**src/rtl/bootcopy_pkg.sv**
```systemverilog
package bootcopy_pkg;

  typedef enum logic [1:0] {
    ST_IDLE = 2'd0,
    ST_XFER = 2'd1,
    ST_TAIL = 2'd2,
    ST_DONE = 2'd3
  } bc_state_e;

  // read opcode followed by a zero 24-bit flash address
  function automatic logic [31:0] read_header(input logic [7:0] opcode);
    return {opcode, 24'h000000};
  endfunction

  // destination address of byte number idx
  function automatic logic [31:0] dest_addr(input logic [31:0] base, input logic [31:0] idx);
    return base + idx;
  endfunction

endpackage

```
**src/rtl/bc_clkdiv.sv**
```systemverilog
module bc_clkdiv #(
  parameter int HALF_DIV = 2
) (
  input  logic clk,
  input  logic rst_n,
  input  logic run,
  output logic tick
);
  localparam int CW = (HALF_DIV > 1) ? $clog2(HALF_DIV) : 1;

  logic [CW-1:0] cnt;

  assign tick = run && (cnt == CW'(HALF_DIV - 1));

  always_ff @(posedge clk or negedge rst_n) begin
    if (!rst_n)            cnt <= '0;
    else if (!run || tick) cnt <= '0;
    else                   cnt <= cnt + 1'b1;
  end
endmodule

```
**src/rtl/bc_txhdr.sv**
```systemverilog
module bc_txhdr #(
  parameter int W = 32
) (
  input  logic         clk,
  input  logic         rst_n,
  input  logic         load,
  input  logic [W-1:0] value,
  input  logic         shift,
  output logic         mosi
);
  logic [W-1:0] sr;

  assign mosi = sr[W-1];

  always_ff @(posedge clk or negedge rst_n) begin
    if (!rst_n)     sr <= '0;
    else if (load)  sr <= value;
    else if (shift) sr <= {sr[W-2:0], 1'b0};
  end
endmodule

```
**src/rtl/bc_rxbyte.sv**
```systemverilog
module bc_rxbyte (
  input  logic       clk,
  input  logic       rst_n,
  input  logic       clear,
  input  logic       sample,
  input  logic       miso,
  output logic [7:0] byte_val,
  output logic       byte_done
);
  logic [6:0] sr;
  logic [2:0] bitn;

  assign byte_val  = {sr, miso};
  assign byte_done = sample && (bitn == 3'd7);

  always_ff @(posedge clk or negedge rst_n) begin
    if (!rst_n) begin
      sr   <= '0;
      bitn <= '0;
    end else if (clear) begin
      bitn <= '0;
    end else if (sample) begin
      sr   <= {sr[5:0], miso};
      bitn <= bitn + 3'd1;
    end
  end
endmodule

```
**src/rtl/boot_copier.sv**
```systemverilog
module boot_copier
  import bootcopy_pkg::*;
#(
  parameter int AW       = 16,
  parameter int BASE     = 256,
  parameter int LEN      = 16,
  parameter int HALF_DIV = 2
) (
  input  logic          clk,
  input  logic          rst_n,
  input  logic          enable,
  output logic          spi_sclk,
  output logic          spi_cs_n,
  output logic          spi_mosi,
  input  logic          spi_miso,
  output logic          sram_we,
  output logic [AW-1:0] sram_addr,
  output logic [7:0]    sram_wdata,
  output logic          busy,
  output logic          done
);
  localparam int HDR_BITS = 32;
  localparam int HCW      = $clog2(HDR_BITS + 1);
  localparam int IW       = $clog2(LEN + 1);

  bc_state_e     state;
  logic          sclk_q, cs_q, we_q;
  logic [HCW-1:0] hdr_cnt;
  logic [IW-1:0] byte_idx;
  logic [AW-1:0] addr_q;
  logic [7:0]    data_q;

  // named internal events
  logic tick, run, start_ev, rise_ev, fall_ev, in_data, last_byte;
  logic byte_done;
  logic [7:0] byte_val;

  assign run       = (state == ST_XFER) || (state == ST_TAIL);
  assign start_ev  = (state == ST_IDLE) && enable;
  assign rise_ev   = tick && !sclk_q && (state == ST_XFER);
  assign fall_ev   = tick && sclk_q;
  assign in_data   = (hdr_cnt == HCW'(HDR_BITS));
  assign last_byte = byte_done && (byte_idx == IW'(LEN - 1));

  bc_clkdiv #(.HALF_DIV(HALF_DIV)) u_div (
    .clk(clk), .rst_n(rst_n), .run(run), .tick(tick)
  );

  bc_txhdr #(.W(HDR_BITS)) u_tx (
    .clk(clk), .rst_n(rst_n), .load(start_ev), .value(read_header(8'h03)),
    .shift(fall_ev), .mosi(spi_mosi)
  );

  bc_rxbyte u_rx (
    .clk(clk), .rst_n(rst_n), .clear(state == ST_IDLE),
    .sample(rise_ev && in_data), .miso(spi_miso),
    .byte_val(byte_val), .byte_done(byte_done)
  );

  always_ff @(posedge clk or negedge rst_n) begin
    if (!rst_n) begin
      state    <= ST_IDLE;
      sclk_q   <= 1'b0;
      cs_q     <= 1'b1;
      we_q     <= 1'b0;
      hdr_cnt  <= '0;
      byte_idx <= '0;
      addr_q   <= '0;
      data_q   <= '0;
    end else begin
      we_q <= 1'b0;
      case (state)
        ST_IDLE: begin
          if (enable) begin
            state    <= ST_XFER;
            cs_q     <= 1'b0;
            hdr_cnt  <= '0;
            byte_idx <= '0;
          end
        end
        ST_XFER: begin
          if (tick) sclk_q <= ~sclk_q;
          if (rise_ev && !in_data) hdr_cnt <= hdr_cnt + 1'b1;
          if (byte_done) begin
            we_q     <= 1'b1;
            addr_q   <= AW'(dest_addr(32'(BASE), 32'(byte_idx)));
            data_q   <= byte_val;
            byte_idx <= byte_idx + 1'b1;
            if (last_byte) state <= ST_TAIL;
          end
        end
        ST_TAIL: begin
          if (tick) begin
            sclk_q <= 1'b0;
            cs_q   <= 1'b1;
            state  <= ST_DONE;
          end
        end
        default: ;
      endcase
    end
  end

  assign spi_sclk   = sclk_q;
  assign spi_cs_n   = cs_q;
  assign sram_we    = we_q;
  assign sram_addr  = addr_q;
  assign sram_wdata = data_q;
  assign busy       = run;
  assign done       = (state == ST_DONE);
endmodule

```
**config.mk**
```make
export PLATFORM = sky130hd
export DESIGN_NAME = boot_copier
export DESIGN_NICKNAME = d
export VERILOG_FILES = /design/src/rtl/bootcopy_pkg.sv /design/src/rtl/bc_clkdiv.sv /design/src/rtl/bc_txhdr.sv /design/src/rtl/bc_rxbyte.sv /design/src/rtl/boot_copier.sv
export SDC_FILE = /design/constraint.sdc
export NUM_CORES = 1
export LEC_CHECK = 0
export ABC_CLOCK_PERIOD_IN_PS = 7450
export BUFFER_PORTS_ARGS = -buffer_cell sky130_fd_sc_hd__buf_2
export CORE_ASPECT_RATIO = 1.25
export CORE_MARGIN = 5
export CORE_UTILIZATION = 61
export DETAILED_ROUTE_END_ITERATION = 7
export PLACE_DENSITY = 0.84
export SYNTH_ARGS = -nofsm -noshare
export SYNTH_HDL_FRONTEND = slang
export SYNTH_SLANG_ARGS = --single-unit
```
**constraint.sdc**
```tcl
create_clock -name clk -period 7.45 [get_ports clk]
set_input_delay 0 -clock clk [delete_from_list [all_inputs] [get_ports clk]]
set_output_delay 0 -clock clk [all_outputs]
set_load 0.1 [all_outputs]
```
==> results by group <==
Run status
  • Run status: complete, no violations

Place
  • GP Congestion: 0.8658
  • HPWL after DPL: 3514 um
  • IO buf count: 23
  • Placed cell area: between 2000 and 3000 um2

STA
  • Fmax: between 300 and 400 MHz
  • Post-Route Skew: 7.058 ps
  • Final worst-path cycle share: 39.67%
  • Worst slew pin tran: 1074 ps
  • RSZ-0062 raised after global routing: no
  • Hold Fails Final Rpt: 0
  • Endpoints failing setup: 0
  • TNS Setup: 0 ps
  • Min Tclk post-route: just under 3000 ps
  • Pins Over Slew Limit: 0
  • Relative slew slack: between 20% and 30%

Route
  • Wirelength per Cell: approximately 15 um
  • Drt first pass iters: 4
  • Wirelength, routed: ~5000 um
  • Drt via density: approximately 5.6
  • Vias post-DR: ~1800
  • Drt first-iter violations: 87
  • # DRC: 0
  • Detail Route Antenna Nets: 0

Logic synthesis
  • Seq/Total Area, Yosys: a little under half
  • Post-synthesis xor/xnor area fraction: less than 1%
  • Multiplexer share of the synthesized area: a little under a tenth
  • Simple-gate share of the synthesized area: roughly a fifth
  • Synthesized cell area: roughly 2600 um2
  • Most common cell in the netlist: nand2_1
  • Avg Inst Size Synth: between 9 and 10 um2
  • Synth area leaders: dfrtp_1, nand2_1, ha_1
  • Synth Area in Adders: just under 6%
  • Yosys top cell by area: dfrtp_1
  • Flops & latches, synth: ~50
  • Yosys top cell area share: approximately 47%
  • Largest family of logic cells by synthesized area: simple AND/OR/NAND/NOR gates
  • Cells after synthesis: ~260
  • Commonest cells post-synth: nand2_1, dfrtp_1, a21oi_1, ha_1, mux2i_1
  • EDFF count, synth: 0
  • Synth warnings: 0
  • Async set or reset register ratio after synthesis: 100.0%
  • Post-synthesis compound-gate area fraction: 9.834%
  • Top_reg_cell synth: dfrtp_1
  • Netlist cell types: 48

GRT
  • Number of global-route vias before repair: ~1800
  • Antenna violations before repair: 0
  • First-pass GRT wire length: between 8000 and 9000 um
  • Grt ovf: 0
  • Total GRT Usage: 19.21%
  • Largest net degree at the start of global routing: 50

Clock tree
  • Clock Latency Late Sink: just over 300 ps
  • Sink Count: between 40 and 50
  • Clk buf depth: 2
  • Buffer count from post-CTS setup fixing: 0
  • Num CTS Buffers: 5
  • Root Driver: clkbuf_8
  • Post-CTS Resized: 0
  • TritonCTS clock tree: yes
  • Clock Pin Slew Worst Setup and Hold Paths: 100 ps
  • Hold_buf cts: 2
  • CTS H-tree depth: 2

Floorplan
  • # IOs: 34
  • Die Wd: between 60 and 70 um
  • Die Ht: between 80 and 90 um
  • Initial core utilization: between 60% and 70%
  • FP Rows: 26
  • CORE AREA: around 4000 um2
  • DIE AREA: roughly 5600 um2

Power
  • Power Density: between 150 and 200 nW/um2
  • Peak VDD IR: 0.1349 mV
  • Leakage: between 1 and 1.5 nW

Critical path
  • Critical setup path kind: reg -> reg
  • CP max FO: 18
  • Startpoint type of the worst setup path: flip-flop
  • Crit. End Element: flip-flop
  • Critical path arrival: between 3000 and 4000 ps
  • Worst EP required: about 7700 ps

Finish
  • P&R area growth vs syn: 8.121%
  • Antenna cells: 0
  • Layout cells sized above 1: 17.39%
  • Finished Cell Area: about 2800 um2
  • Nets: ~290

Run
  • Max-Cap Viols: 0

Min path
  • Hold/Removal Path Class: in -> reg
registers in the layout, indices dropped and copies added (netlist names), 2 cells and up:
signal and count:
u_rx.sr 7, byte_idx 5, u_rx.bitn 3, u_tx.sr 8, sram_addr 6, state 2, sram_wdata 8, hdr_cnt 6
routing by layer:
layer	track usage [%]	vias up	wire length, um
met5	0	-	0
met4	5.964	0	68
met3	4.465	8	188
met2	33.40	33	2547
met1	23.48	911	2112
li1	-	894	-
placed cells by master, fill, tap and decap left out, types with 2 or more instances in the layout:
master | synthesis | final
nor3_1 | 2 | 2
nand2b_1 | 8 | 8
nand3_1 | 2 | 2
o211ai_1 | 3 | 3
clkbuf_8 | 0 | 5
and4_1 | 2 | 2
nand2_1 | 67 | 67
a22o_1 | 2 | 2
mux2_2 | 9 | 9
ha_1 | 12 | 12
a211oi_1 | 3 | 3
a21oi_1 | 12 | 12
dfrtp_1 | 48 | 48
nor2_1 | 7 | 7
clkinvlp_4 | 0 | 2
and3_1 | 2 | 2
o21ai_0 | 3 | 3
mux2i_1 | 12 | 12
dlygate4sd3_1 | 0 | 2
conb_1 | 1 | 10
inv_1 | 8 | 8
a31oi_1 | 2 | 2
buf_2 | 1 | 23
a2bb2oi_1 | 2 | 2
nand4_1 | 5 | 5
cell type report:
class                      instances  area, um2
tap                               56      70.07
multi-input combinational        186       1207
timing repair buffer              25      135.1
clock inverter                     3      26.28
inverter                           8      30.03
sequential                        49       1227
clock buffer                       5      68.82
fill                             340       1301
kinds of logic after synthesis:
group                    Yosys count
AO/OA/AOI/OAI                     35
XOR/XNOR                           1
adder cells (fa/ha/maj)           12
buffers and inverters             31
flip-flops                        49
multiplexers                      22
other                              1
AND/OR/NAND/NOR                  106
path summary, 6_finish.rpt:
path,from,end,slack (ps),depth (start not counted)
hold reg to reg,sram_addr[1]$_DFFE_PN0P_,sram_addr[1]$_DFFE_PN0P_,470,2
min in group asynchronous,rst_n,hdr_cnt[3]$_DFFE_PN0P_,430,2
setup reg to reg,state[1]$_DFFE_PN0P_,byte_idx[4]$_DFFE_PN0P_,4490,6
max in group asynchronous,rst_n,u_rx.sr[0]$_DFFE_PN0P_,6380,2
hold / removal,enable,byte_idx[1]$_DFFE_PN0P_,110,3
setup / recovery,state[1]$_DFFE_PN0P_,byte_idx[4]$_DFFE_PN0P_,4490,6
worst max-delay path, cell delays in order (launching register included):
cell	delay, ps
dfrtp_1	430
inv_1	130
ha_1	570
and4b_1	390
nand4_1	630
or3_1	600
o211ai_1	110
report_power, final:
group / internal (mW) / leakage, nW / switching [mW]
combinational: 0.00181 / 0.741 / 0.0286
clock: 0.0683 / 0.0423 / 0.0954
sequential: 0.266 / 0.631 / 0.0000149
total: 0.336 / 1.41 / 0.124
per-stage QoR:
stage	hold WS [ps]	total power [mW]	std cells	setup slack, ps	utilization (%)
after floorplan	-295.6	0.2985	266	4361	-
after global placement	213.6	0.3006	322	4708	65.17
after detailed placement	223.0	0.3008	322	4568	65.17
after CTS	101.5	0.4632	332	4524	68.00
after global routing	130.1	0.4743	332	4297	68.00
final	109.4	0.4598	332	4495	68.00
Note: power is estimated with default switching activity, not from simulation.
